File: src/rtl/rtc_pkg.sv
package rtc_pkg;
  // register byte offsets
  localparam logic [7:0] OFF_SEC   = 8'h00;
  localparam logic [7:0] OFF_PRE   = 8'h04;
  localparam logic [7:0] OFF_ALARM = 8'h08;
  localparam logic [7:0] OFF_STAT  = 8'h14;

  // status word bit positions
  localparam int unsigned ST_INVALID  = 0;
  localparam int unsigned ST_OVERFLOW = 1;
  localparam int unsigned ST_ALARM    = 2;
  localparam int unsigned ST_ENABLE   = 4;

  typedef struct packed {
    logic enable;
    logic alarm;
    logic overflow;
    logic invalid;
  } rtc_flags_t;
endpackage

File: src/rtl/rtc_counter.sv
module rtc_counter #(
  parameter int unsigned DATA_W = 32,
  parameter int unsigned SEC_W  = 32,
  parameter int unsigned PRE_W  = 16,
  parameter int unsigned TAP    = 15
) (
  input  logic              clk,
  input  logic              rst,
  input  logic              tick_i,
  input  logic              run_i,
  input  logic              sec_we_i,
  input  logic              pre_we_i,
  input  logic [DATA_W-1:0] wdata_i,
  output logic [SEC_W-1:0]  sec_q,
  output logic [PRE_W-1:0]  pre_q,
  output logic              sec_step_o,
  output logic              sec_wrap_o
);
  logic adv;

  assign adv        = run_i & tick_i;
  assign sec_step_o = adv & (&pre_q[TAP-1:0]);
  assign sec_wrap_o = sec_step_o & (&sec_q);

  always_ff @(posedge clk) begin
    if (rst) begin
      pre_q <= '0;
    end else if (pre_we_i) begin
      pre_q <= wdata_i[PRE_W-1:0];
    end else if (adv) begin
      pre_q <= pre_q + 1'b1;
    end
  end

  always_ff @(posedge clk) begin
    if (rst) begin
      sec_q <= '0;
    end else if (sec_we_i) begin
      sec_q <= wdata_i[SEC_W-1:0];
    end else if (sec_step_o) begin
      sec_q <= sec_q + 1'b1;
    end
  end

  // an enabled tick advances the prescaler by exactly one
  p_pre_step_r4: assert property (@(posedge clk) disable iff (rst)
    (run_i && tick_i && !pre_we_i) |=> (pre_q == $past(pre_q) + 1'b1));

  // without a write and without counting, seconds hold
  p_sec_hold_r3: assert property (@(posedge clk) disable iff (rst)
    (!run_i && !sec_we_i) |=> $stable(sec_q));
endmodule

File: src/rtl/rtc_alarm.sv
module rtc_alarm #(
  parameter int unsigned DATA_W = 32,
  parameter int unsigned SEC_W  = 32
) (
  input  logic              clk,
  input  logic              rst,
  input  logic              alarm_we_i,
  input  logic [DATA_W-1:0] wdata_i,
  input  logic              sec_step_i,
  input  logic [SEC_W-1:0]  sec_q_i,
  output logic [SEC_W-1:0]  alarm_q,
  output logic              taf_q
);
  logic hit;

  assign hit = sec_step_i & (alarm_q == sec_q_i);

  always_ff @(posedge clk) begin
    if (rst) begin
      alarm_q <= '0;
    end else if (alarm_we_i) begin
      alarm_q <= wdata_i[SEC_W-1:0];
    end
  end

  always_ff @(posedge clk) begin
    if (rst) begin
      taf_q <= 1'b0;
    end else if (alarm_we_i) begin
      taf_q <= 1'b0;
    end else if (hit) begin
      taf_q <= 1'b1;
    end
  end

  // a step leaving the alarm value raises the flag
  p_taf_set_r5: assert property (@(posedge clk) disable iff (rst)
    (sec_step_i && !alarm_we_i && (alarm_q == sec_q_i)) |=> taf_q);

  // any alarm write leaves the flag clear
  p_taf_clear_r6: assert property (@(posedge clk) disable iff (rst)
    alarm_we_i |=> !taf_q);
endmodule

File: src/rtl/rtc_status.sv
module rtc_status (
  input  logic clk,
  input  logic rst,
  input  logic stat_we_i,
  input  logic en_bit_i,
  input  logic sec_clr_i,
  input  logic wrap_i,
  output logic tce_q,
  output logic tof_q,
  output logic tif_q
);
  always_ff @(posedge clk) begin
    if (rst) begin
      tce_q <= 1'b0;
    end else if (stat_we_i) begin
      tce_q <= en_bit_i;
    end
  end

  always_ff @(posedge clk) begin
    if (rst) begin
      tof_q <= 1'b0;
      tif_q <= 1'b1;
    end else begin
      if (sec_clr_i) begin
        tof_q <= 1'b0;
        tif_q <= 1'b0;
      end else if (wrap_i) begin
        tof_q <= 1'b1;
      end
    end
  end

  // a wrap of the seconds counter raises overflow
  p_wrap_r7: assert property (@(posedge clk) disable iff (rst)
    wrap_i |=> tof_q);

  // a seconds write while disabled drops both blocking flags
  p_flag_clear_r9: assert property (@(posedge clk) disable iff (rst)
    sec_clr_i |=> (!tof_q && !tif_q));
endmodule

File: src/rtl/rtc_timekeeper.sv
module rtc_timekeeper
  import rtc_pkg::*;
#(
  parameter int unsigned ADDR_W = 8,
  parameter int unsigned DATA_W = 32,
  parameter int unsigned SEC_W  = 32,
  parameter int unsigned PRE_W  = 16,
  parameter int unsigned TAP    = 15
) (
  input  logic              clk,
  input  logic              rst,
  input  logic              tick_i,
  input  logic [ADDR_W-1:0] addr_i,
  input  logic              wr_en_i,
  input  logic [DATA_W-1:0] wdata_i,
  output logic [DATA_W-1:0] rdata_o
);
  localparam logic [ADDR_W-1:0] A_SEC   = ADDR_W'(OFF_SEC);
  localparam logic [ADDR_W-1:0] A_PRE   = ADDR_W'(OFF_PRE);
  localparam logic [ADDR_W-1:0] A_ALARM = ADDR_W'(OFF_ALARM);
  localparam logic [ADDR_W-1:0] A_STAT  = ADDR_W'(OFF_STAT);

  rtc_flags_t       flags;
  logic             tce, tof, tif, taf;
  logic             run, blocked;
  logic             sec_we, pre_we, alarm_we, stat_we;
  logic             sec_step, sec_wrap;
  logic [SEC_W-1:0] sec_q, alarm_q;
  logic [PRE_W-1:0] pre_q;
  logic [DATA_W-1:0] rd_word;

  assign blocked  = tof | tif;
  assign run      = tce & ~blocked;
  assign sec_we   = wr_en_i & (addr_i == A_SEC) & ~tce;
  assign pre_we   = wr_en_i & (addr_i == A_PRE) & ~tce;
  assign alarm_we = wr_en_i & (addr_i == A_ALARM);
  assign stat_we  = wr_en_i & (addr_i == A_STAT);

  rtc_counter #(
    .DATA_W(DATA_W), .SEC_W(SEC_W), .PRE_W(PRE_W), .TAP(TAP)
  ) u_cnt (
    .clk        (clk),
    .rst        (rst),
    .tick_i     (tick_i),
    .run_i      (run),
    .sec_we_i   (sec_we),
    .pre_we_i   (pre_we),
    .wdata_i    (wdata_i),
    .sec_q      (sec_q),
    .pre_q      (pre_q),
    .sec_step_o (sec_step),
    .sec_wrap_o (sec_wrap)
  );

  rtc_alarm #(
    .DATA_W(DATA_W), .SEC_W(SEC_W)
  ) u_alm (
    .clk        (clk),
    .rst        (rst),
    .alarm_we_i (alarm_we),
    .wdata_i    (wdata_i),
    .sec_step_i (sec_step),
    .sec_q_i    (sec_q),
    .alarm_q    (alarm_q),
    .taf_q      (taf)
  );

  rtc_status u_st (
    .clk       (clk),
    .rst       (rst),
    .stat_we_i (stat_we),
    .en_bit_i  (wdata_i[ST_ENABLE]),
    .sec_clr_i (sec_we),
    .wrap_i    (sec_wrap),
    .tce_q     (tce),
    .tof_q     (tof),
    .tif_q     (tif)
  );

  assign flags = '{enable: tce, alarm: taf, overflow: tof, invalid: tif};

  always_comb begin
    rd_word = '0;
    case (addr_i)
      A_SEC:   if (!blocked) rd_word[SEC_W-1:0] = sec_q;
      A_PRE:   if (!blocked) rd_word[PRE_W-1:0] = pre_q;
      A_ALARM: rd_word[SEC_W-1:0] = alarm_q;
      A_STAT: begin
        rd_word[ST_ENABLE]   = flags.enable;
        rd_word[ST_ALARM]    = flags.alarm;
        rd_word[ST_OVERFLOW] = flags.overflow;
        rd_word[ST_INVALID]  = flags.invalid;
      end
      default: rd_word = '0;
    endcase
  end

  always_ff @(posedge clk) begin
    if (rst) rdata_o <= '0;
    else     rdata_o <= rd_word;
  end

  // seconds read as zero while a blocking flag is set
  p_rd_zero_r8: assert property (@(posedge clk) disable iff (rst)
    ((tof || tif) && (addr_i == A_SEC)) |=> (rdata_o == '0));
endmodule

File: config.mk
export PLATFORM = sky130hd
export DESIGN_NAME = rtc_timekeeper
export DESIGN_NICKNAME = d
export VERILOG_FILES = /design/src/rtl/rtc_pkg.sv /design/src/rtl/rtc_counter.sv /design/src/rtl/rtc_alarm.sv /design/src/rtl/rtc_status.sv /design/src/rtl/rtc_timekeeper.sv
export SDC_FILE = /design/constraint.sdc
export NUM_CORES = 1
export LEC_CHECK = 0
export BUFFER_PORTS_ARGS = -buffer_cell sky130_fd_sc_hd__buf_2
export CORE_MARGIN = 2
export CORE_UTILIZATION = 52
export DETAILED_ROUTE_END_ITERATION = 8
export HOLD_SLACK_MARGIN = 0.02
export PLACE_DENSITY_LB_ADDON = 0.2
export SYNTH_ARGS = -nofsm -noshare
export SYNTH_HDL_FRONTEND = slang
export SYNTH_SLANG_ARGS = --single-unit
File: constraint.sdc
create_clock -name clk -period 2.2 [get_ports clk]
set_input_delay 0.22 -clock clk [delete_from_list [all_inputs] [get_ports clk]]
set_output_delay 0.22 -clock clk [all_outputs]
set_load 0.1 [all_outputs]
Word-level counts from Yosys, hierarchy flattened. Index checks and enable logic that the tools add are counted.

Bits in read-only memories: 0. Input bits: 44. RAM bits: 0. Memories kept: 0. Latch bits: 0. Register bits after elaboration: 116. Word-level logic and storage cells: 46.

Divide/modulo/power cells: 0. Equality and inequality tests: 4. Reduce and logical (&&, ||, !) cells: 7. Mux-type cells: 11. Shifts and indexed selects: 0. Bitwise logic cells: 14. $add $sub $neg: 2. Order comparisons: 0. Multiply operators: 0.

Operators with widths (count): 2-to-1 mux 32 bit (3); 2-to-1 mux 16 bit (3); case mux 11 bit (3 select lines) (1); adder 32 x 1 -> 32 bit (second input constant) (1); equality test 32 bit (1); case mux 16 bit (2 select lines) (1); AND reduction 32 bit (1); adder 16 x 1 -> 16 bit (second input constant) (1); AND reduction 15 bit (1); case mux 3 bit (4 select lines) (1); AND 1 bit (11); equality test 8 x 3 -> 1 bit (second input constant) (1); equality test 8 x 4 -> 1 bit (second input constant) (1); equality test 8 x 5 -> 1 bit (second input constant) (1); logical NOT 8 bit (1); case mux 1 bit (4 select lines) (1); nonzero test 2 bit (2); OR reduction 2 bit (2); case mux 1 bit (3 select lines) (1); inverter 1 bit (2); OR 1 bit (1).

Longest topological paths before layout. Gate-level depths: netlist of run 1.

Word-level depth: 7. Gate-level depth with buffers: 8. Gate-level depth less buffers: 6.

Hierarchy. Synthesis of run 1 repeated with hierarchy kept, for this count alone.

Cell total of the unflattened synthesis: 729. Area, all modules: 6263.5 um2.

Modules (own cells, without submodules): rtc_counter (instances 1, cells each 360, area each 2916.5 um2); rtc_timekeeper (instances 1, cells each 206, area each 1742.9 um2); rtc_alarm (instances 1, cells each 154, area each 1510.2 um2); rtc_status (instances 1, cells each 9, area each 93.8 um2).

Worst setup path before layout of run 1. Ideal clock, no wire load.

Kind: in2reg. From: input addr_i[6]. To: register u_cnt.pre_q[10]. Setup time: 0.140 ns. Arrival: 2.040 ns. Required time: 2.060 ns. Stages: 8. Slack: 0.021 ns. Path through: or4_4 -> buf_6 -> or3_1 -> buf_2 -> or3_4 -> buf_4 -> nor2_1 -> a211oi_2.

Longest elaborated chain between the ends: 4.

Ends and longest elaborated chain: start, declared (line rtc_timekeeper.sv:13) `input logic [ADDR_W-1:0] addr_i,`; equality test 8 x 3 -> 1 bit (*) (line rtc_timekeeper.sv:35) `assign pre_we = wr_en_i & (addr_i == A_PRE) & ~tce;`; AND 1 bit (*) (2 in a row) (line rtc_timekeeper.sv:35); 2-to-1 mux 16 bit / nonzero test 2 bit (equally long branches); end signal, assigned (line rtc_counter.sv:29) `pre_q <= wdata_i[PRE_W-1:0];`; end signal, assigned (line rtc_counter.sv:31) `pre_q <= pre_q + 1'b1;`; end, declared (line rtc_counter.sv:15) `output logic [PRE_W-1:0] pre_q,`.

Every way passes the cells marked *; elsewhere a longest branch is shown, timed or not. A chain may end at the register's enable or synchronous reset.

Worst setup path after layout of run 1.
From: register u_cnt.pre_q[13]. To: register u_st.tof_q.

Longest elaborated chain between the ends: 3.

Ends and longest elaborated chain: AND reduction 15 bit (line rtc_counter.sv:22) `assign sec_step_o = adv & (&pre_q[TAP-1:0]);`; AND 1 bit (line rtc_counter.sv:22); AND 1 bit (line rtc_counter.sv:23) `assign sec_wrap_o = sec_step_o & (&sec_q);`; end signal, assigned (line rtc_status.sv:22) `tof_q <= 1'b0;`; end signal, assigned (line rtc_status.sv:26) `tof_q <= 1'b0;`; end signal, assigned (line rtc_status.sv:29) `tof_q <= 1'b1;`; end, declared (line rtc_status.sv:9) `output logic tof_q,`.

No other way between the ends.

==> results.md, run 1 <==
- The DRC violations left is 0.
- The async set-reset flop share out of synthesis is 0%.
- The origin of the critical flop-to-flop path is u_cnt.pre_q[13]$_SDFFE_PP0P_.
- Sequential cells were found to cover 39.9% of the synthesized design area.
- In this run the cell area measured after placement is 6690 µm².
- Of all nets on the critical path, the largest fanout is 7.
- IR analysis of the VDD net gives a maximum drop of 0.595 mV.
- The H-tree was split into 4 levels.
- The clock root buffer master is sky130_fd_sc_hd__clkbuf_8.
- Data arrives at the worst endpoint at 2.60 ns.
- The worst hold margin is 0.0796 ns.
- The number of global-route vias before repair is 5935.
- The final route contains 6400 vias.
- The number of setup buffers added after CTS is 0.
- The clock reaches the later pin of the worst-skew pair after 0.53 ns.
- The number of nets still failing antenna checks after routing is 0.
- The fraction of layout instances using a drive strength above 1 is 22.0%.
- The analysis attributes to cell leakage a power of 2.57 nW.
- The number of filler instances in the final layout is 889.
- The most used flip-flop cell after synthesis is sky130_fd_sc_hd__dfxtp_1.
- Measured along the x axis, the die boundary spans 110 µm.
- The floorplan core area is 10900 µm².
- By area the synthesized netlist is led by sky130_fd_sc_hd__dfxtp_1 (40%), sky130_fd_sc_hd__nand2_1 (7.9%), sky130_fd_sc_hd__a21oi_1 (5.5%).
- The starting utilization of the core area is 53.5%.
- The clock tree from TritonCTS is built.
- The count of buffers added on input and output ports is 75.
- The clock passes through at most 2 buffers.
- For this run, the post-layout net count is 904.
- After synthesis, the largest family of logic cells by area is simple AND/OR/NAND/NOR gates.
- The number of instances in the synthesized netlist is 722.
- The aggregate global-route resource usage is 33.7%.
- In this run the most critical hold path is launched from wr_en_i.
- In this run the tightest slew margin relative to its limit is 51.1%.
- The type of the setup path with the least slack is reg -> reg.
- The total design power is 4.69 mW.
- The worst register-to-register path ends at u_st.tof_q$_SDFFE_PP0P_.
- The count of hold buffers inserted by post-cts repair is 33.
- The critical-path cell with the highest stage delay is sky130_fd_sc_hd__dfxtp_1.
- The worst hold path belongs to the class in -> reg.
- STA classifies the critical path startpoint as a flip-flop.
- The first global-routing pass estimated 30600 µm of wire.
- Entering global routing, the biggest net connects 63 pins.
- Each instance of the synthesized netlist takes up on average 8.07 µm².
- The die covers 12100 µm².
- The endpoint of the most critical setup path is u_st.tof_q$_SDFFE_PP0P_.
- Of all cell types, the one taking the most synthesized area is sky130_fd_sc_hd__dfxtp_1.
- For the worst setup path, the data required time is 2.65 ns.
- The finished cells cover 7530 µm².
- The area share of fa/ha/maj cells after synthesis is 0.430%.
- The launch point of the critical path is u_cnt.pre_q[13]$_SDFFE_PP0P_.
- The critical path crosses 6 cells after its start point.
- The top cell type by area accounts for 39.9% of the synthesized area.
- The signal on the critical path passes through nand2_1 -> or4_1 -> nor4_2 -> buf_4 -> nand4_1 -> a21oi_1.
- Clock tree synthesis inserted a total of 17 buffers.
- Synthesis instantiated 54 different standard cells from the library.
- The violation count after the first detailed-route iteration is 841.
- The height of the chip is 110 µm.
- The number of synthesized register bits is 116.
- The post-synthesis to final-layout area growth is 29.2%.
- The final setup skew is 0.00587 ns.
- The share of the clock period used by the worst path is 97.5%.
- Based on the critical path, the design can be clocked at up to 466 MHz.
- The cell family contributing the most delay on the critical path is simple AND/OR/NAND/NOR gates.
- STA classifies the critical path endpoint as a flip-flop.
- At the pin with the least slew margin, the transition time is 0.733 ns.
- The average vias per placed instance is 6.33.
- The cell row count is 38.
- The synthesized netlist devotes 21.1% of its cell area to compound gates.
- The number of hold-slack violations in the final timing report is 0.
- The setup slack after layout is 0.0546 ns.
- The count of buffer and inverter cells on the critical path is 1.
- The synthesized-area fraction occupied by and/or/nand/nor cells is 26.8%.
- The total number of yosys warnings is 0.
- The xor and xnor area share after synthesis is 6.02%.
- The antenna diode count is 0.
- The number of gates resized after cts is 0.
- For the worst flop-to-flop path, the logic depth is 6.
- The max-slew violation count is 0.
- The number of antenna violations at the first check in global routing is 0.
- The global route total overflow is 0.
- The final weighted congestion in routability-driven placement is 0.905.
- For this design the top-level I/O count stands at 76.
- The setup TNS is 0 ns.
- Synthesis produced a netlist with a net count of 768.
- The mux share of post-synthesis cell area is 0.559%.
- The run finished with clean final reports.
- Clock-pin slew was measured on the worst setup and hold paths at 0.06 ns.
- The register-to-register path setup slack is 0.05 ns.
- In this run the cell area of the synthesized design comes to 5820 µm².
- For this run, the detailed router's first-pass iteration total came to 6.
- The final period demand of the worst path is 2.15 ns.
- The total of max-cap violations is 0.
- The synthesized design contains 0 enable-type register cells.
- Timing analysis after detailed placement gives a worst setup slack of 0.0171 ns.
- The total wire length is 19600 µm.
- Clock tree synthesis found a total of 116 sinks.
- Detailed placement ended at an HPWL of 13700 µm.
- In this design, the stage delay of the slowest critical-path cell is 0.49 ns.
- The number of setup violations in the final report is 0.
- The areal power density over the cells is 623 nW/µm².
- After detailed routing, the average wire length per cell comes to 19.4 µm.
- Setup repair after global routing left no endpoint under its margin.
-- cell usage after synthesis (all sizes together) (5+ instances only) --
library cell and number:
clkbuf 47, nand4 25, o21ai 15, a222oi 16, nor4 17, o211ai 14
nand2 122, a21oi 64, xnor2 35, nor2 46, nand3 28, dfxtp 116
a22oi 22, or3 18, inv 9, buf 15, a211oi 8, xor2 5
a31oi 21, a32oi 5, nor3 21, or4 12
-- registers in the layout, indices dropped and copies added, names as in the netlist --
signal         flops
u_st.tce_q         1
u_alm.alarm_q     32
u_alm.taf_q        1
rdata_o           32
u_st.tif_q         1
u_cnt.sec_q       32
u_st.tof_q         1
u_cnt.pre_q       16
-- worst min-delay path: stages --
cell                      delay (ns)
sky130_fd_sc_hd__buf_2          0.12
sky130_fd_sc_hd__nand2_1        0.07
sky130_fd_sc_hd__mux2i_1        0.07
sky130_fd_sc_hd__nor2_1         0.08
-- per-stage QoR --
step,std cells,utilization (%)
5_1_grt,1011,69.1
3_5_place_dp,946,61.4
6_report,1011,69.1
2_1_floorplan,722,-
3_3_place_gp,946,61.4
4_1_cts,1011,69.1
-- report_power, final --
group | internal (mW) | switching (mW)
sequential | 2.10 | 0.00231
combinational | 0.0831 | 0.101
clock | 1.46 | 0.934
total | 3.65 | 1.04
-- per-layer routing --
layer | vias up | part of all wire, % | GRT usage (%) | routed length (µm)
met4 | 0 | 3.1 | 15.6 | 599
met2 | 385 | 48 | 54.0 | 9340
met1 | 3027 | 39 | 42.5 | 7680
met3 | 61 | 10 | 8.36 | 2000
li1 | 2927 | - | - | -
met5 | - | 0 | 0 | 0
-- logic make-up after synthesis --
family / count (synthesis)
compound gates: 181
mux: 3
fa+ha+maj: 2
flops: 116
xor+xnor: 40
buf+inv: 71
simple gates: 309
-- final cells by class --
cell class | instances | area [µm²] | area share [%]
clock buffer | 27 | 482 | 6.40
timing repair buffer | 179 | 1280 | 17.0
multi-input combinational | 535 | 3210 | 42.6
clock inverter | 5 | 25.0 | 0.333
inverter | 9 | 33.8 | 0.449
sequential | 116 | 2320 | 30.9
tap | 140 | 175 | 2.33
-- worst min path at each step --
stage	end	slack, ns	cells after the start
after CTS	u_st.tce_q$_SDFFE_PP0P_	0.06	4
after floorplan	u_alm.alarm_q[0]$_SDFFE_PP0P_	0.36	2
after global routing	u_st.tce_q$_SDFFE_PP0P_	0.11	4
after detailed placement	u_st.tif_q$_SDFFE_PP1P_	0.48	3
after global placement	u_alm.alarm_q[30]$_SDFFE_PP0P_	0.47	2
final	u_st.tce_q$_SDFFE_PP0P_	0.08	4
-- cells in the final DEF (no fill, tap or decap), drive strengths merged, types with 12 or more instances in the layout --
cell type    instances
buf                146
nand2              122
dfxtp              116
a21oi               64
nor2                46
xnor2               35
dlygate4sd3         33
nand3               28
clkbuf              27
nand4               25
a22oi               22
a31oi               21
nor3                21
or3                 18
nor4                17
a222oi              16
o21ai               15
o211ai              14
or4                 12
No activity file was read; power rests on OpenSTA's default activity.
==> run 2: changes to the inputs <==
Settings changed: CORE_UTILIZATION 52 to 53, SYNTH_HIERARCHICAL set to 1.
==> results.md, run 2 <==
- The number of nets in the synthesized netlist is 775 (was 768).
- The worst hold margin came to 0.0546 ns (was 0.0796 ns).
- Most used standard cells in the synthesized netlist: sky130_fd_sc_hd__dfxtp_1 (116), sky130_fd_sc_hd__a21oi_1 (64), sky130_fd_sc_hd__nand4_1 (55), sky130_fd_sc_hd__nor2_1 (55), sky130_fd_sc_hd__nand3_1 (47) (was sky130_fd_sc_hd__nand2_1 (122), sky130_fd_sc_hd__dfxtp_1 (116), sky130_fd_sc_hd__a21oi_1 (64)).
- The number of global-route vias before repair is 5507 (was 5935).
- The source-to-sink clock delay at the later pin of the worst-skew pair is 0.42 ns (was 0.53 ns).
- Regs by FF count: rdata_o: 32 flops, u_alm/alarm_q: 32 flops, u_cnt/sec_q: 32 flops (was rdata_o: 32 flops, u_alm.alarm_q: 32 flops, u_cnt.sec_q: 32 flops).
- The synthesized area per cell is 8.59 µm² (was 8.07 µm²).
- The cell row count came to 39 (was 38).
- The share of the synthesized area in the top cell type is 37.1% (was 39.9%).
- The post-CTS setup repair buffer count is 0 (unchanged).
- The setup slack after layout was -0.0583 ns (was 0.0546 ns).
- The number of cells traversed by the worst hold path is 3 (was 4).
- The global route total overflow came to 0 (unchanged).
- The most instantiated library cell after synthesis is sky130_fd_sc_hd__dfxtp_1 (was sky130_fd_sc_hd__nand2_1).
- The sink count of the clock tree came to 116 (unchanged).
- The total of buffers placed on input and output ports was 75 (unchanged).
- The netlist area before placement is 6260 µm² (was 5820 µm²).
- The leakage power came to 3.30 nW (was 2.57 nW).
- The DRC violations left is 0 (unchanged).
- The biggest fanout along the worst timing path is 2 (was 7).
- The clock-pin slew reported for the worst setup and hold paths after clock tree synthesis is 0.05 ns (was 0.06 ns).
- The type of origin of the critical path is a flip-flop (unchanged).
- The final reports fail on negative setup slack.
- The count of boundary I/O pins is 76 (unchanged).
- Cells traversed along the worst timing path: ha_1 -> nand4_1 -> or4_4 -> inv_2 -> o21ai_1 -> or4_1 -> nor4_2 -> a22o_1 (was nand2_1 -> or4_1 -> nor4_2 -> buf_4 -> nand4_1 -> a21oi_1).
- The HPWL after detailed placement came to 14000 µm (was 13700 µm).
- Result of the run: finished with violations (was completed).
- The mean routed wirelength per cell is 20.0 µm (was 19.4 µm).
- The cell taking the most area after synthesis was sky130_fd_sc_hd__dfxtp_1 (unchanged).
- The overall die width is 113 µm (was 110 µm).
- The maximum root-to-sink buffer count is 2 (unchanged).
- The fraction of layout instances using a drive strength above 1 was 25.5% (was 22.0%).
- The critical-path cell with the highest stage delay is sky130_fd_sc_hd__or4_4 (was sky130_fd_sc_hd__dfxtp_1).
- The number of antenna violations at the first check in global routing was 0 (unchanged).
- The number of buffers created by CTS was 17 (unchanged).
- The maximum VDD drop is 0.609 mV (was 0.595 mV).
- The post-synthesis to final-layout area growth was 24.1% (was 29.2%).
- The critical path capture point type is a flip-flop (unchanged).
- The worst-case hold path end point is u_alm/alarm_q[30]$_SDFFE_PP0P_ (was u_st.tce_q$_SDFFE_PP0P_).
- The number of distinct library cells after synthesis is 50 (was 54).
- The pin count of the biggest net entering global routing is 66 (was 63).
- The count of hold buffers inserted by post-cts repair came to 0 (was 33).
- The worst hold path class is in -> reg (unchanged).
- The async set-reset flop share out of synthesis came to 0% (unchanged).
- The starting utilization of the core area is 54.6% (was 53.5%).
- The final period demand of the worst path was 2.26 ns (was 2.15 ns).
- The register-to-register path setup slack is -0.06 ns (was 0.05 ns).
- The aggregate global-route resource usage is 30.9% (was 33.7%).
- The total design power is 4.99 mW (was 4.69 mW).
- The cell family with the largest share of critical-path delay is simple AND/OR/NAND/NOR gates (unchanged).
- The average vias per placed instance is 6.18 (was 6.33).
- RSZ-0062 raised after global routing: yes (was no).
- The worst flop-to-flop path endpoint was u_alm/taf_q$_SDFFE_PP0P_ (was u_st.tof_q$_SDFFE_PP0P_).
- The total of max-cap violations was 0 (unchanged).
- The max-slew violation count came to 0 (unchanged).
- The commonest non-fill, non-tap cell in the layout is sky130_fd_sc_hd__dfxtp_1 (was sky130_fd_sc_hd__nand2_1).
- The areal power density over the cells is 642 nW/µm² (was 623 nW/µm²).
- The worst slew slack as a fraction of its limit is 52.1% (was 51.1%).
- The violation count after the first detailed-route iteration was 747 (was 841).
- The count of buffer and inverter cells on the critical path is 1 (unchanged).
- The number of enable-type register cells in the synthesized netlist was 0 (unchanged).
- The final setup skew is 0.00494 ns (was 0.00587 ns).
- The number of setup violations in the final report is 1 (was 0).
- The final layout net count was 873 (was 904).
- The total wire length is 19700 µm (was 19600 µm).
- The most used flip-flop cell after synthesis was sky130_fd_sc_hd__dfxtp_1 (unchanged).
- The number of nets still failing antenna checks after routing is 0 (unchanged).
- The floorplan core area came to 11500 µm² (was 10900 µm²).
- The clock tree from TritonCTS was built (unchanged).
- The total via count after detailed routing is 6073 (was 6400).
- The data arrival time at the worst-slack endpoint is 2.62 ns (was 2.60 ns).
- The origin of the critical flop-to-flop path is u_cnt/pre_q[0]$_SDFFE_PP0P_ (was u_cnt.pre_q[13]$_SDFFE_PP0P_).
- The height of the chip is 113 µm (was 110 µm).
- The number of cells traversed by the worst register-to-register path came to 8 (was 6).
- The full die area is 12700 µm² (was 12100 µm²).
- The clock root buffer master is sky130_fd_sc_hd__clkbuf_16 (was sky130_fd_sc_hd__clkbuf_8).
- The maximum cell stage delay along the critical path is 0.55 ns (was 0.49 ns).
- Commonest cells after routing, fill and taps aside: sky130_fd_sc_hd__dfxtp_1 (115), sky130_fd_sc_hd__buf_2 (75), sky130_fd_sc_hd__a21oi_1 (64) (was sky130_fd_sc_hd__nand2_1 (122), sky130_fd_sc_hd__dfxtp_1 (116), sky130_fd_sc_hd__buf_2 (74)).
- The share of synthesized area occupied by flip-flops and latches is 37.1% (was 39.9%).
- The number of instances in the synthesized netlist was 729 (was 722).
- The launch point of the critical path is u_cnt/pre_q[0]$_SDFFE_PP0P_ (was u_cnt.pre_q[13]$_SDFFE_PP0P_).
- The first-pass GRT wire length is 30400 µm (was 30600 µm).
- The setup TNS is -0.0583 ns (was 0 ns).
- The antenna diode count is 0 (unchanged).
- Synth top area cells: sky130_fd_sc_hd__dfxtp_1 (37%), sky130_fd_sc_hd__xor2_1 (5.7%), sky130_fd_sc_hd__mux2i_1 (5.6%) (was sky130_fd_sc_hd__dfxtp_1 (40%), sky130_fd_sc_hd__nand2_1 (7.9%), sky130_fd_sc_hd__a21oi_1 (5.5%)).
- The number of iterations in the first detailed-routing pass is 5 (was 6).
- The startpoint of the most critical hold path is wdata_i[30] (was wr_en_i).
- The worst endpoint required time is 2.57 ns (was 2.65 ns).
- The number of H-tree levels is 4 (unchanged).
- The number of synthesized register bits is 116 (unchanged).
- The number of hold-slack violations in the final timing report is 0 (unchanged).
- The share of the clock period used by the worst path was 103% (was 97.5%).
- The final weighted congestion in routability-driven placement is 0.951 (was 0.905).
- The total number of yosys warnings is 6 (was 0).
- The slew of the pin with the lowest slew margin is 0.716 ns (was 0.733 ns).
- The fmax was 443 MHz (was 466 MHz).
- The type of the setup path with the least slack is reg -> reg (unchanged).
-- run 2: cell types whose count changed in the layout (fill, tap and decap cells not counted), moves of 27 or more --
cell	delta
sky130_fd_sc_hd__nand2_1	-99
sky130_fd_sc_hd__xor2_1	+36
sky130_fd_sc_hd__mux2i_1	+34
sky130_fd_sc_hd__dlygate4sd3_1	-33
sky130_fd_sc_hd__nand4_1	+30
sky130_fd_sc_hd__inv_1	+28
sky130_fd_sc_hd__o21a_1	+27
-- run 2: tightest hold or removal path, cell delays in order --
cell and delay [ns]:
sky130_fd_sc_hd__buf_2 0.09, sky130_fd_sc_hd__mux2i_1 0.06, sky130_fd_sc_hd__nor2_1 0.07
-- run 2: per-stage QoR --
step	cell area [µm²]	util, %	setup slack, ns	std cells
after floorplan	6300	-	-0.252	729
after global placement	7080	61.8	0.0172	951
after detailed placement	7080	61.8	-0.0229	951
after CTS	7680	66.9	0.00752	982
after global routing	7770	67.8	-0.201	982
final	7770	67.8	-0.0583	982
-- run 2: routing by layer --
metal	up-vias	global-route usage (%)	part of all wire, %
met2	359	45.8	44
met1	2876	44.9	43
li1	2789	-	-
met3	49	6.16	10
met5	-	0	0
met4	0	11.1	2.3
-- run 2: logic make-up after synthesis --
group | count (synthesis) | share of synthesized area [%]
AOI/OAI and AO/OA | 120 | 11.9
xor gates and xnor gates | 73 | 10.2
adders and majority gates | 2 | 0.399
buffers and inverters | 95 | 6.41
DFF | 116 | 37.1
muxes | 52 | 8.65
and+or+nand+nor | 271 | 25.3
-- run 2: final cells by class --
| type | instances | area [µm²] |
|---|---|---|
| inverters | 39 | 146 |
| fillers | 942 | 3700 |
| repair buffers | 135 | 851 |
| well taps | 143 | 179 |
| flip-flops and latches | 116 | 2320 |
| clock inverters | 10 | 108 |
| clock buffers | 21 | 460 |
| multi-input cells | 518 | 3700 |
-- run 2: where the power goes --
group | total, mW | leakage [nW] | switching, mW | internal, mW
logic | 0.218 | 2.09 | 0.146 | 0.0715
registers | 2.11 | 0.933 | 0.00302 | 2.11
clock network | 2.66 | 0.274 | 0.960 | 1.70
-- run 2: worst max-delay path by stage --
stage | depth (start not counted) | end
final | 8 | u_alm/taf_q$_SDFFE_PP0P_
after global routing | 8 | u_alm/taf_q$_SDFFE_PP0P_
after CTS | 8 | u_alm/taf_q$_SDFFE_PP0P_
after detailed placement | 8 | u_alm/taf_q$_SDFFE_PP0P_
after global placement | 8 | u_alm/taf_q$_SDFFE_PP0P_
after floorplan | 11 | u_alm/taf_q$_SDFFE_PP0P_
-- run 2: repair_timing --
action	in CTS	in global routing
gates resized for setup	5	13
setup endpoints to repair	7	9
pin swaps	0	2
==> run 3: changes to the inputs <==
Settings changed: ABC_CLOCK_PERIOD_IN_PS set to 2200, CORE_UTILIZATION 53 to 52, PLACE_DENSITY set to 0.86, PLACE_DENSITY_LB_ADDON 0.2 to not set, SYNTH_HIERARCHICAL 1 to not set.
==> results.md, run 3 (synthesized netlist as in run 1, its figures left out) <==
- The final layout net count is 891 (was 873).
- The antenna diode count is 0 (unchanged).
- The critical path capture point type is a flip-flop (unchanged).
- The total of max-cap violations is 0 (unchanged).
- Regs by FF count: rdata_o: 32 flops, u_alm.alarm_q: 32 flops, u_cnt.sec_q: 32 flops (was rdata_o: 32 flops, u_alm/alarm_q: 32 flops, u_cnt/sec_q: 32 flops).
- The source-to-sink clock delay at the later pin of the worst-skew pair was 0.54 ns (was 0.42 ns).
- The starting utilization of the core area is 53.5% (was 54.6%).
- The setup slack after layout is 0.0750 ns (was -0.0583 ns).
- The launch point of the critical path is u_cnt.pre_q[13]$_SDFFE_PP0P_ (was u_cnt/pre_q[0]$_SDFFE_PP0P_).
- The final standard cell area without fillers was 7630 µm² (was 7770 µm²).
- The type of origin of the critical path is a flip-flop (unchanged).
- The slew of the pin with the lowest slew margin is 0.628 ns (was 0.716 ns).
- The worst hold path class is in -> reg (unchanged).
- The type of the setup path with the least slack is reg -> reg (unchanged).
- The post-synthesis to final-layout area growth is 30.9% (was 24.1%).
- The share of the clock period used by the worst path is 96.6% (was 103%).
- The clock root buffer master is sky130_fd_sc_hd__clkbuf_8 (was sky130_fd_sc_hd__clkbuf_16).
- RSZ-0062 raised after global routing: no (was yes).
- Result of the run: completed (was finished with violations).
- The maximum root-to-sink buffer count is 2 (unchanged).
- The clock share of power is 57.8% (was 53.4%).
- The average vias per placed instance is 6.51 (was 6.18).
- The final weighted congestion in routability-driven placement is 0.991 (was 0.951).
- The final period demand of the worst path was 2.13 ns (was 2.26 ns).
- The post-CTS setup repair buffer count is 0 (unchanged).
- The count of boundary I/O pins is 76 (unchanged).
- The sink count of the clock tree came to 116 (unchanged).
- The fraction of power spent switching nets is 20.6% (was 22.2%).
- Commonest cells after routing, fill and taps aside: sky130_fd_sc_hd__nand2_1 (122), sky130_fd_sc_hd__dfxtp_1 (112), sky130_fd_sc_hd__buf_2 (75) (was sky130_fd_sc_hd__dfxtp_1 (115), sky130_fd_sc_hd__buf_2 (75), sky130_fd_sc_hd__a21oi_1 (64)).
- The floorplan core area is 10900 µm² (was 11500 µm²).
- The maximum VDD drop is 0.633 mV (was 0.609 mV).
- The data arrival time at the worst-slack endpoint is 2.59 ns (was 2.62 ns).
- The commonest non-fill, non-tap cell in the layout was sky130_fd_sc_hd__nand2_1 (was sky130_fd_sc_hd__dfxtp_1).
- The violation count after the first detailed-route iteration is 871 (was 747).
- The global route total overflow was 0 (unchanged).
- The clock-pin slew reported for the worst setup and hold paths after clock tree synthesis is 0.06 ns (was 0.05 ns).
- The placement-stage cell area came to 6590 µm² (was 7080 µm²).
- The number of iterations in the first detailed-routing pass is 8 (was 5).
- The number of hold-slack violations in the final timing report is 0 (unchanged).
- The full die area is 12100 µm² (was 12700 µm²).
- The overall die width is 110 µm (was 113 µm).
- The pin count of the biggest net entering global routing is 56 (was 66).
- The setup TNS was 0 ns (was -0.0583 ns).
- The origin of the critical flop-to-flop path is u_cnt.pre_q[13]$_SDFFE_PP0P_ (was u_cnt/pre_q[0]$_SDFFE_PP0P_).
- The number of global-route vias before repair is 6277 (was 5507).
- The clock tree from TritonCTS was built (unchanged).
- The cell family with the largest share of critical-path delay is simple AND/OR/NAND/NOR gates (unchanged).
- The startpoint of the most critical hold path was wr_en_i (was wdata_i[30]).
- The power dissipated by switching net loads came to 1.12 mW (was 1.11 mW).
- The number of nets still failing antenna checks after routing is 0 (unchanged).
- The mean routed wirelength per cell is 19.8 µm (was 20.0 µm).
- The fmax is 471 MHz (was 443 MHz).
- The count of buffer and inverter cells on the critical path was 2 (was 1).
- The HPWL after detailed placement was 13100 µm (was 14000 µm).
- The number of antenna violations at the first check in global routing is 0 (unchanged).
- The cell internal power dissipation is 4.31 mW (was 3.88 mW).
- The total of buffers placed on input and output ports is 75 (unchanged).
- The number of H-tree levels is 4 (unchanged).
- The biggest fanout along the worst timing path is 7 (was 2).
- The cell row count is 38 (was 39).
- The share of power burned in registers came to 38.8% (was 42.2%).
- The areal power density over the cells is 712 nW/µm² (was 642 nW/µm²).
- The fraction of layout instances using a drive strength above 1 is 22.6% (was 25.5%).
- The total via count after detailed routing came to 6494 (was 6073).
- The DRC violations left came to 0 (unchanged).
- The leakage power is 2.58 nW (was 3.30 nW).
- The final setup skew came to 0.00860 ns (was 0.00494 ns).
- The first-pass GRT wire length was 31100 µm (was 30400 µm).
- Cells traversed along the worst timing path: nand2_1 -> nor4_2 -> buf_4 -> nand2_1 -> buf_4 -> or4_1 -> a31oi_1 (was ha_1 -> nand4_1 -> or4_4 -> inv_2 -> o21ai_1 -> or4_1 -> nor4_2 -> a22o_1).
- The worst slew slack as a fraction of its limit is 57.7% (was 52.1%).
- The total wire length was 19700 µm (about the same).
- The critical-path cell with the highest stage delay was sky130_fd_sc_hd__or4_1 (was sky130_fd_sc_hd__or4_4).
- The combinational cell fraction of total power is 3.4% (was 4.4%).
- The number of buffers created by CTS is 17 (unchanged).
- The max-slew violation count is 0 (unchanged).
- The aggregate global-route resource usage is 34.0% (was 30.9%).
- The height of the chip came to 110 µm (was 113 µm).
- The worst endpoint required time was 2.66 ns (was 2.57 ns).
- The maximum cell stage delay along the critical path is 0.51 ns (was 0.55 ns).
- The post-placement worst setup slack is -0.0176 ns (was -0.0229 ns).
- The number of setup violations in the final report came to 0 (was 1).
==> run 3: changes by cell type in the layout (fill, tap and decap cells not counted), moves of 22 or more <==
| cell | before | now |
|---|---|---|
| sky130_fd_sc_hd__dlygate4sd3_1 | 0 | 33 |
| sky130_fd_sc_hd__nand2_1 | 23 | 122 |
| sky130_fd_sc_hd__xor2_1 | 41 | 5 |
| sky130_fd_sc_hd__nand4_1 | 55 | 25 |
| sky130_fd_sc_hd__inv_1 | 37 | 9 |
| sky130_fd_sc_hd__mux2i_1 | 35 | 1 |
| sky130_fd_sc_hd__a22oi_1 | 0 | 22 |
| sky130_fd_sc_hd__o21a_1 | 27 | 0 |
==> run 3: stage by stage <==
step / hold slack (ns) / util, % / total power, mW / std cells
finish: 0.173 / 70.0 / 5.43 / 998
global route: 0.147 / 70.0 / 5.54 / 998
CTS: 0.137 / 69.8 / 5.43 / 998
detailed placement: 0.479 / 60.5 / 2.28 / 933
global placement: 0.470 / 60.5 / 2.28 / 933
floorplan: 0.356 / - / 2.20 / 722
==> run 3: timing repair <==
| item | CTS | global route |
|---|---|---|
| pin swaps | 0 | 2 |
| endpoints found under the setup margin | 1 | 12 |
| endpoints found under the hold margin | 56 | 0 |
| gates resized for setup | 1 | 8 |
| hold buffers | 33 | 0 |
| gates cloned | 0 | 0 |
==> run 3: power groups by stage <==
stage / clock, mW / sequential (mW) / combinational, mW
2_1_floorplan: 0 / 2.15 / 0.0484
6_report: 3.14 / 2.11 / 0.183
3_3_place_gp: 0 / 2.15 / 0.126
3_5_place_dp: 0 / 2.15 / 0.129
4_1_cts: 3.15 / 2.11 / 0.175
5_1_grt: 3.24 / 2.11 / 0.192
==> run 3: layer usage <==
layer | track usage [%] | vias to the layer above | wire (µm)
li1 | - | 2906 | -
met1 | 41.1 | 3022 | 7560
met4 | 19.3 | 0 | 840
met5 | 0 | - | 0
met2 | 55.3 | 472 | 9360
met3 | 7.59 | 94 | 1980
==> run 3: worst reg2reg max path, delay by kind of cell (launching register included) <==
| kind | cells | cell delay [ns] |
|---|---|---|
| AOI/OAI and AO/OA | 1 | 0.21 |
| buffers and inverters | 2 | 0.35 |
| DFF | 1 | 0.42 |
| and+or+nand+nor | 4 | 1.08 |
==> run 3: worst paths after layout <==
kind	end	slack, ns	depth (start not counted)
max	u_cnt.sec_q[21]$_SDFFE_PP0P_	0.07	7
min	u_st.tce_q$_SDFFE_PP0P_	0.17	4
max reg2reg	u_cnt.sec_q[21]$_SDFFE_PP0P_	0.07	7
min reg2reg	u_alm.alarm_q[29]$_SDFFE_PP0P_	0.49	2
==> run 3: layout make-up <==
class,count,area (µm²)
multi-input cells,535,3240
clock buffers,19,442
flip-flops and latches,116,2330
fillers,797,3260
well taps,140,175
repair buffers,166,1180
inverters,9,33.8
clock inverters,13,229
